## src/rtl/csync_pkg.sv

```systemverilog
package csync_pkg;

  typedef enum logic [1:0] {
    CS_HUNT     = 2'd0,
    CS_ALIGN    = 2'd1,
    CS_LOCKED   = 2'd2,
    CS_DEGRADED = 2'd3
  } csync_state_e;

  // Comma may realign the lane when decoding is on, or when bypass mode permits it
  function automatic logic comma_counts(input logic dec_en, input logic comma_en,
                                        input logic comma);
    return comma & (dec_en | comma_en);
  endfunction

  // Lane is considered framed once past realignment
  function automatic logic is_framed(input csync_state_e s);
    return (s == CS_LOCKED) || (s == CS_DEGRADED);
  endfunction

endpackage

```

## src/rtl/csync_qualify.sv

```systemverilog
module csync_qualify (
  input  logic comma_det,
  input  logic frame_shift,
  input  logic wsync_seen,
  input  logic dec_en,
  input  logic comma_en,
  output logic qual_comma,
  output logic resync_cause
);
  import csync_pkg::*;

  always_comb begin
    qual_comma   = comma_counts(dec_en, comma_en, comma_det);
    resync_cause = frame_shift | wsync_seen;
  end

endmodule

```

## src/rtl/csync_err_track.sv

```systemverilog
module csync_err_track #(
  parameter int BAD_LIMIT = 4,
  parameter int GOOD_RUN  = 4
) (
  input  logic                    clk,
  input  logic                    rst_n,
  input  csync_pkg::csync_state_e state,
  input  logic                    bad_char,
  input  logic                    resync_cause,
  output logic                    fail_hit,
  output logic                    recover_hit
);
  import csync_pkg::*;

  localparam int BW = $clog2(BAD_LIMIT + 1);
  localparam int GW = $clog2(GOOD_RUN + 1);

  logic [BW-1:0] bad_cnt;
  logic [GW-1:0] good_cnt;
  logic [BW-1:0] bad_nxt;
  logic [GW-1:0] good_nxt;

  always_comb begin
    bad_nxt     = bad_cnt + BW'(1);
    good_nxt    = good_cnt + GW'(1);
    fail_hit    = (state == CS_DEGRADED) && bad_char && (bad_nxt >= BW'(BAD_LIMIT));
    recover_hit = (state == CS_DEGRADED) && !bad_char && (good_nxt >= GW'(GOOD_RUN));
  end

  always_ff @(posedge clk or negedge rst_n) begin
    if (!rst_n) begin
      bad_cnt  <= '0;
      good_cnt <= '0;
    end else if (resync_cause || !is_framed(state)) begin
      bad_cnt  <= '0;
      good_cnt <= '0;
    end else if (state == CS_LOCKED) begin
      if (bad_char) begin
        bad_cnt  <= BW'(1);
        good_cnt <= '0;
      end
    end else if (bad_char) begin
      bad_cnt  <= fail_hit ? '0 : bad_nxt;
      good_cnt <= '0;
    end else if (recover_hit) begin
      bad_cnt  <= '0;
      good_cnt <= '0;
    end else begin
      good_cnt <= good_nxt;
    end
  end

endmodule

```

## src/rtl/csync_fsm.sv

```systemverilog
module csync_fsm (
  input  logic                    clk,
  input  logic                    rst_n,
  input  logic                    qual_comma,
  input  logic                    resync_cause,
  input  logic                    bad_char,
  input  logic                    fail_hit,
  input  logic                    recover_hit,
  output csync_pkg::csync_state_e state,
  output logic                    realign
);
  import csync_pkg::*;

  csync_state_e nxt;
  logic         enter_align;

  always_comb begin
    nxt = state;
    if (state == CS_HUNT) begin
      if (qual_comma) nxt = CS_ALIGN;
    end else if (resync_cause) begin
      nxt = CS_ALIGN;
    end else begin
      case (state)
        CS_ALIGN:    nxt = CS_LOCKED;
        CS_LOCKED:   if (bad_char) nxt = CS_DEGRADED;
        CS_DEGRADED: begin
          if (fail_hit)         nxt = CS_HUNT;
          else if (recover_hit) nxt = CS_LOCKED;
        end
        default:     nxt = CS_HUNT;
      endcase
    end
    enter_align = (state == CS_HUNT) ? qual_comma : resync_cause;
  end

  always_ff @(posedge clk or negedge rst_n) begin
    if (!rst_n) begin
      state   <= CS_HUNT;
      realign <= 1'b0;
    end else begin
      state   <= nxt;
      realign <= enter_align;
    end
  end

endmodule

```

## src/rtl/lane_char_sync.sv

```systemverilog
module lane_char_sync #(
  parameter int BAD_LIMIT = 4,
  parameter int GOOD_RUN  = 4
) (
  input  logic       clk,
  input  logic       rst_n,
  input  logic       comma_det_i,
  input  logic       bad_char_i,
  input  logic       frame_shift_i,
  input  logic       wsync_seen_i,
  input  logic       dec_en_i,
  input  logic       comma_en_i,
  output logic [1:0] state_o,
  output logic       in_sync_o,
  output logic       realign_o
);
  import csync_pkg::*;

  logic         qual_comma;
  logic         resync_cause;
  logic         fail_hit;
  logic         recover_hit;
  csync_state_e cur_state;

  csync_qualify u_qual (
    .comma_det   (comma_det_i),
    .frame_shift (frame_shift_i),
    .wsync_seen  (wsync_seen_i),
    .dec_en      (dec_en_i),
    .comma_en    (comma_en_i),
    .qual_comma  (qual_comma),
    .resync_cause(resync_cause)
  );

  csync_err_track #(.BAD_LIMIT(BAD_LIMIT), .GOOD_RUN(GOOD_RUN)) u_track (
    .clk         (clk),
    .rst_n       (rst_n),
    .state       (cur_state),
    .bad_char    (bad_char_i),
    .resync_cause(resync_cause),
    .fail_hit    (fail_hit),
    .recover_hit (recover_hit)
  );

  csync_fsm u_fsm (
    .clk         (clk),
    .rst_n       (rst_n),
    .qual_comma  (qual_comma),
    .resync_cause(resync_cause),
    .bad_char    (bad_char_i),
    .fail_hit    (fail_hit),
    .recover_hit (recover_hit),
    .state       (cur_state),
    .realign     (realign_o)
  );

  assign state_o   = cur_state;
  assign in_sync_o = is_framed(cur_state);

endmodule

```

## config.mk

```make
export PLATFORM = sky130hd
export DESIGN_NAME = lane_char_sync
export DESIGN_NICKNAME = d
export VERILOG_FILES = /design/src/rtl/csync_pkg.sv /design/src/rtl/csync_qualify.sv /design/src/rtl/csync_err_track.sv /design/src/rtl/csync_fsm.sv /design/src/rtl/lane_char_sync.sv
export SDC_FILE = /design/constraint.sdc
export NUM_CORES = 1
export LEC_CHECK = 0
export BUFFER_PORTS_ARGS = -buffer_cell sky130_fd_sc_hd__buf_2
export CAP_MARGIN = 20
export CORE_UTILIZATION = 30
export CTS_CLUSTER_DIAMETER = 120
export DETAILED_ROUTE_END_ITERATION = 8
export PLACE_DENSITY = 0.58
export SYNTH_ARGS = -nofsm -noshare
export SYNTH_HDL_FRONTEND = slang
export SYNTH_SLANG_ARGS = --single-unit
```

## constraint.sdc

```tcl
create_clock -name clk -period 2.11 [get_ports clk]
set_clock_uncertainty 0.2 [all_clocks]
set_input_delay 0 -clock clk [delete_from_list [all_inputs] [get_ports clk]]
set_output_delay 0 -clock clk [all_outputs]
set_load 0.02 [all_outputs]
```

==> impl_metrics.yaml, run 1 <==
synthesis:
  synth_cell_types: 30
  synth.net_count: 62
  asyncSetResetFlopFracSynth_pct: 100
  yosys_register_bits: 9
  netlist.area_leader.share_pct: 42.4
  synth_most_common_cell: "sky130_fd_sc_hd__dfrtp_1"
  synth_area_leaders: "sky130_fd_sc_hd__dfrtp_1 42%, sky130_fd_sc_hd__ha_1 4.7%, sky130_fd_sc_hd__nand3_1 3.8%, sky130_fd_sc_hd__xor2_1 3.3%, sky130_fd_sc_hd__xnor2_2 3.1%"
  synthesis.instances: 52
  seq_area_frac_synth_pct: 42.4
  synth_enable_flop_cells: 0
  synth_area_um2: 532
  synth_warn: 0
  synth_top_cells_by_count: "9 x sky130_fd_sc_hd__dfrtp_1, 4 x sky130_fd_sc_hd__nand3_1, 3 x sky130_fd_sc_hd__a21oi_1, 3 x sky130_fd_sc_hd__nor2_1"
  synth.avg_cell_area_um2: 10.2
  synth_flop_cell: "sky130_fd_sc_hd__dfrtp_1"
  post-synth-top-area-cell: "sky130_fd_sc_hd__dfrtp_1"
clocking:
  cts_made_buffers: 3
  number_of_buffers_inserted_for_hold_repair_after_clock_tree_synthesis: 8
  tritoncts: "built"
  cts-root-buf: "sky130_fd_sc_hd__clkbuf_4"
  h-tree-depth: 1
  cts-resized-gates: 0
  clk_pin_slew_worst_paths_ns: 0.06
  post_cts_buffers: 0
  cts.sink_count: 9
  clock_path_buffers: 2
  clock_insertion_delay_worst_skew_ns: 0.26
critical_path:
  crit_path_end_kind: "register"
  timing_worst_setup_path_type: "in2reg"
  worst_path_dominant_cell_family: "buffers and inverters"
  critPathMaxFanout: 4
  critical_path.max_stage_delay_ns: 0.59
  crit_path_start_kind: "input port"
  crit_chain: "dlygate4sd3_1 > buf_2 > nor2_1 > dlygate4sd3_1 > nand2_1 > o32ai_1"
  crit_arrival_ns: 1.75
  critical_path_buf_inv_count: 3
  worst_r2r_endpoint: "u_fsm.state[0]"
  worstReg2RegStart: "u_track.bad_cnt[0]"
  critical-path-slowest-cell: "sky130_fd_sc_hd__dlygate4sd3_1"
  cp_data_required_time_ns: 2.08
  timing.critical_path.mode_cell: "sky130_fd_sc_hd__dlygate4sd3_1"
  r2r_cells: 4
  setup.worst_path.start: "wsync_seen_i"
  slack_of_the_worst_reg_to_reg_path_ns: 0.52
grt:
  first_pass_grt_wire_length_um: 1900
  antenna_violations_before_repair: 0
  global_route.usage.total_pct: 13.8
  grt_pass1_vias: 453
  leftover_overflow_at_the_end_of_global_routing: 0
  grt_max_degree: 18
sta:
  rsz0062_at_grt: "false"
  final_hold_viol_count: 0
  fin_setup_tns_ns: 0
  final_number_of_max_transition_violations: 0
  max_slew.worst_pin.slew_ns: 0.492
  layout_worst_path_cycle_share_pct: 84.6
  setup_viol: 0
  max-slew-margin-rel_pct: 67.2
  final.min_clock_period_ns: 1.79
  clock.fmax_mhz: 560
floorplan:
  fp.dieH_um: 44.1
  count_of_standard_cell_rows: 14
  overall_die_area_um2: 1940
  ioPinCount: 12
  placeableCoreArea_um2: 1580
  initial_utilization_pct: 33.7
  x_dimension_of_the_die_um: 44.1
drt:
  wl_per_cell_um: 12.2
  via_count: 450
  drt-pass1-iter-count: 4
  antenna_violating_nets_post_route: 0
  remaining_drc_errors: 0
  route.detailed.vias_per_inst: 5.17
  postRouteWirelength_um: 1060
  drtIter0Drc: 5
worst_hold_path:
  worst_hold_path.num_cells: 4
  worstHoldPathType: "in2reg"
  min_to: "u_fsm.state[0]"
  hold_path.startpoint: "dec_en_i"
placed_design:
  gp_congestion: 0.659
  io_buffer_count: 11
  detailedPlacementHpwl_um: 722
cells_and_area:
  post_route_cells_drive_above_1_share_pct: 26.8
  insertedDiodeCount: 0
  final.fill_count: 159
  layout.nets: 82
  area_growth_pct: 28.9
status:
  status: "complete, no violations"
pwr:
  total_power_uw: 408
  vdd_drop_max_mv: 0.317
  p_leak_uw: 0.000315
  pwr_density_cell_nw_per_um2: 596
job:
  drv_cap: 0
-- stage by stage --
stage               hold WS (ns)  instance area [µm²]  cells  util (%)  worst slack, ns
finish                    0.0293                  686     87      43.5            0.325
global route              0.0792                  686     87      43.5            0.234
CTS                       0.0309                  686     87      43.5            0.318
detailed placement        -0.331                  579     75      36.7            0.532
global placement          -0.332                  579     75      36.7            0.573
floorplan                 -0.496                  532     52         -            0.637
-- worst reg2reg max path, delay by kind of cell (launching register included) --
family | cells | cell delay [ns]
fa+ha+maj | 1 | 0.21
flops | 1 | 0.40
compound gates | 2 | 0.36
xor+xnor | 1 | 0.30
-- worst max path at each step --
stage | slack, ns | endpoint | cells after the start
2_1_floorplan | 0.64 | u_track.bad_cnt[0] | 4
3_3_place_gp | 0.57 | u_track.bad_cnt[0] | 4
5_1_grt | 0.23 | u_track.bad_cnt[1] | 6
3_5_place_dp | 0.53 | u_fsm.state[0] | 4
6_report | 0.32 | u_track.bad_cnt[1] | 6
4_1_cts | 0.32 | u_track.bad_cnt[1] | 6
-- cells by family after synthesis --
kind of cell,after synthesis,share of synthesized area (%)
simple gates,19,21.4
compound gates,14,19.3
flops,9,42.4
buf+inv,5,5.88
xor+xnor,3,6.35
fa+ha+maj,2,4.71
-- state kept, by name, summed over array words and instances (netlist names) --
name and count:
u_fsm.state 2, u_track.bad_cnt 3, u_track.good_cnt 3, u_fsm.realign 1
-- layer usage --
metal  routed length (µm)  GRT usage [%]
met4                   28           9.09
met5                    0              0
met1                  469           15.5
met3                   40           3.67
met2                  521           22.9
-- report_power, final --
part / leakage [µW] / switching [µW] / internal (µW)
logic: 0.000183 / 36.9 / 36.9
registers: 0.000118 / 19.0 / 180
clock network: 0.0000150 / 62.2 / 73.0
-- final cells by class --
| type | count | area [µm²] | share of cell area, % |
|---|---|---|---|
| multi-input combinational | 38 | 275 | 40.1 |
| clock buffer | 4 | 26.3 | 3.83 |
| timing repair buffer | 19 | 135 | 19.7 |
| sequential | 9 | 225 | 32.8 |
| tap | 16 | 20.0 | 2.92 |
| inverter | 1 | 3.75 | 0.547 |
-- cells in the final DEF (no fill, tap or decap), drive strengths merged --
cell,instances
a21oi,3
o32ai,1
ha,2
o21ai,2
clkbuf,4
nand2b,2
nor2,3
o211a,1
nand2,2
a41oi,1
a21boi,1
a21o,2
xnor2,1
nor4b,1
nand3,4
nor3,2
or2,1
a311oi,1
o22ai,1
buf,11
nor2b,2
dfrtp,9
inv,1
a31oi,1
dlygate4sd3,8
xor2,2
nor3b,2
Power figures use the tool's default switching activity.
==> inputs of run 2 (changes only) <==
clock period = 1.9 ns   (was 2.11 ns; I/O delays follow)
==> impl_metrics.yaml, run 2 (same netlist as run 1, synthesis figures left out) <==
sta:
  rsz0062_at_grt: "false"
  layout_worst_path_cycle_share_pct: 95.7
  fin_setup_tns_ns: 0
  final_hold_viol_count: 0
  clock.fmax_mhz: 550
  slack_of_the_critical_path_ns: 0.0818
  setup_viol: 0
  max-slew-margin-rel_pct: 66.5
  final.min_clock_period_ns: 1.82
  final_number_of_max_transition_violations: 0
  max_slew.worst_pin.slew_ns: 0.503
clocking:
  cts-resized-gates: 0
  clk_pin_slew_worst_paths_ns: 0.06
  post_cts_buffers: 0
  tritoncts: "built"
  cts_made_buffers: 3
  cts.sink_count: 9
  h-tree-depth: 1
  clock_path_buffers: 2
  cts-root-buf: "sky130_fd_sc_hd__clkbuf_4"
  clock_insertion_delay_worst_skew_ns: 0.25
floorplan:
  fp.dieH_um: 44.1
  placeableCoreArea_um2: 1580
  overall_die_area_um2: 1940
  count_of_standard_cell_rows: 14
  x_dimension_of_the_die_um: 44.1
  ioPinCount: 12
  initial_utilization_pct: 33.7
placed_design:
  io_buffer_count: 11
  gp_congestion: 0.664
  placement.setup.worst_slack_ns: 0.314
  detailedPlacementHpwl_um: 683
  dp.cells: 75
drt:
  drtIter0Drc: 3
  route.top_layer_used: "met3"
  met1_wirelength_um: 467
  antenna_violating_nets_post_route: 0
  postRouteWirelength_um: 1040
  route.detailed.vias_per_inst: 5.18
  drt-pass1-iter-count: 3
  wl_per_cell_um: 11.9
  via_count: 451
  route.met2.wl_um: 553
  remaining_drc_errors: 0
  detailroute.wirelength.met3_um: 18
cells_and_area:
  area_growth_pct: 28.9
  final_std_cells_w_o_fill: 87
  layout.cells.most_common_list: "11 x sky130_fd_sc_hd__buf_2, 9 x sky130_fd_sc_hd__dfrtp_1, 8 x sky130_fd_sc_hd__dlygate4sd3_1, 4 x sky130_fd_sc_hd__nand3_1"
  layout_commonest_cell: "sky130_fd_sc_hd__buf_2"
  postLayoutCoreUtil_pct: 43.5
  reg.largest.list: "u_track.bad_cnt (3), u_track.good_cnt (3), u_fsm.state (2)"
  post_route_cells_drive_above_1_share_pct: 26.8
  insertedDiodeCount: 0
  layout.nets: 82
grt:
  global_route.usage.total_pct: 13.6
  grt_pass1_vias: 473
  antenna_violations_before_repair: 0
  grt_max_degree: 18
  first_pass_grt_wire_length_um: 1950
  leftover_overflow_at_the_end_of_global_routing: 0
pwr:
  vdd_drop_max_mv: 0.393
  total_power_uw: 448
  pwr_density_cell_nw_per_um2: 653
  p_leak_uw: 0.000315
critical_path:
  critical_path.max_stage_delay_ns: 0.60
  worstReg2RegStart: "u_track.bad_cnt[0]"
  crit_chain: "dlygate4sd3_1 > buf_2 > nor2_1 > dlygate4sd3_1 > nand2_1 > o32ai_1"
  critPathMaxFanout: 4
  crit_path_start_kind: "input port"
  slack_of_the_worst_reg_to_reg_path_ns: 0.26
  critical-path-slowest-cell: "sky130_fd_sc_hd__dlygate4sd3_1"
  crit_path_end_kind: "register"
  timing_worst_setup_path_type: "in2reg"
  worstSetupEndpoint: "u_track.bad_cnt[1]"
  timing.critical_path.mode_cell: "sky130_fd_sc_hd__dlygate4sd3_1"
  setup.worst_path.start: "wsync_seen_i"
  r2r_cells: 4
  cp_data_required_time_ns: 1.85
  crit_arrival_ns: 1.77
  worst_r2r_endpoint: "u_fsm.state[0]"
status:
  status: "complete, no violations"
job:
  drv_cap: 0
worst_hold_path:
  worstHoldPathType: "in2reg"
## run 2: cell counts in the layout (fill, tap and decap cells not counted)
No cell type changed its count.
## run 2: worst max-delay path: cells and delay by family
kind | cells | cell delay [ns]
and+or+nand+nor | 2 | 0.20
buffers and inverters | 3 | 1.27
AOI/OAI and AO/OA | 1 | 0.30
## run 2: per-stage QoR
| step | hold WS (ns) | cell area, µm² |
|---|---|---|
| after floorplan | -0.496 | 532 |
| after global placement | -0.332 | 579 |
| after detailed placement | -0.334 | 579 |
| after CTS | 0.0398 | 686 |
| after global routing | 0.0996 | 686 |
| final | 0.0638 | 686 |
## run 2: how the worst min path moves through the flow
stage	from	endpoint	slack, ns	cells past startpoint
floorplan	rst_n	u_fsm.realign	-0.50	0
global placement	rst_n	u_fsm.realign	-0.33	1
detailed placement	rst_n	u_fsm.realign	-0.33	1
CTS	dec_en_i	u_fsm.state[0]	0.04	4
global route	dec_en_i	u_fsm.state[0]	0.1	4
finish	dec_en_i	u_fsm.state[0]	0.06	4
## run 2: power breakdown
group          switching [µW]  internal [µW]
clock network            63.4           80.7
registers                21.2            200
logic                    41.3           41.0
## run 2: timing repair
action                                  CTS  global route
hold endpoints to repair                 18             0
endpoints found under the setup margin    0             0
hold buffers                              8             0
## run 2: routing by layer
layer | up-vias | track usage, %
met5 | - | 0
met4 | 0 | 5.45
met3 | 0 | 3.67
met2 | 6 | 24.7
met1 | 221 | 14.7
li1 | 224 | -
## run 2: final cells by class
cell class,count,area [µm²]
fillers,154,891
well taps,16,20.0
inverters,1,3.75
repair buffers,19,135
multi-input cells,38,275
clock buffers,4,26.3
flip-flops and latches,9,225
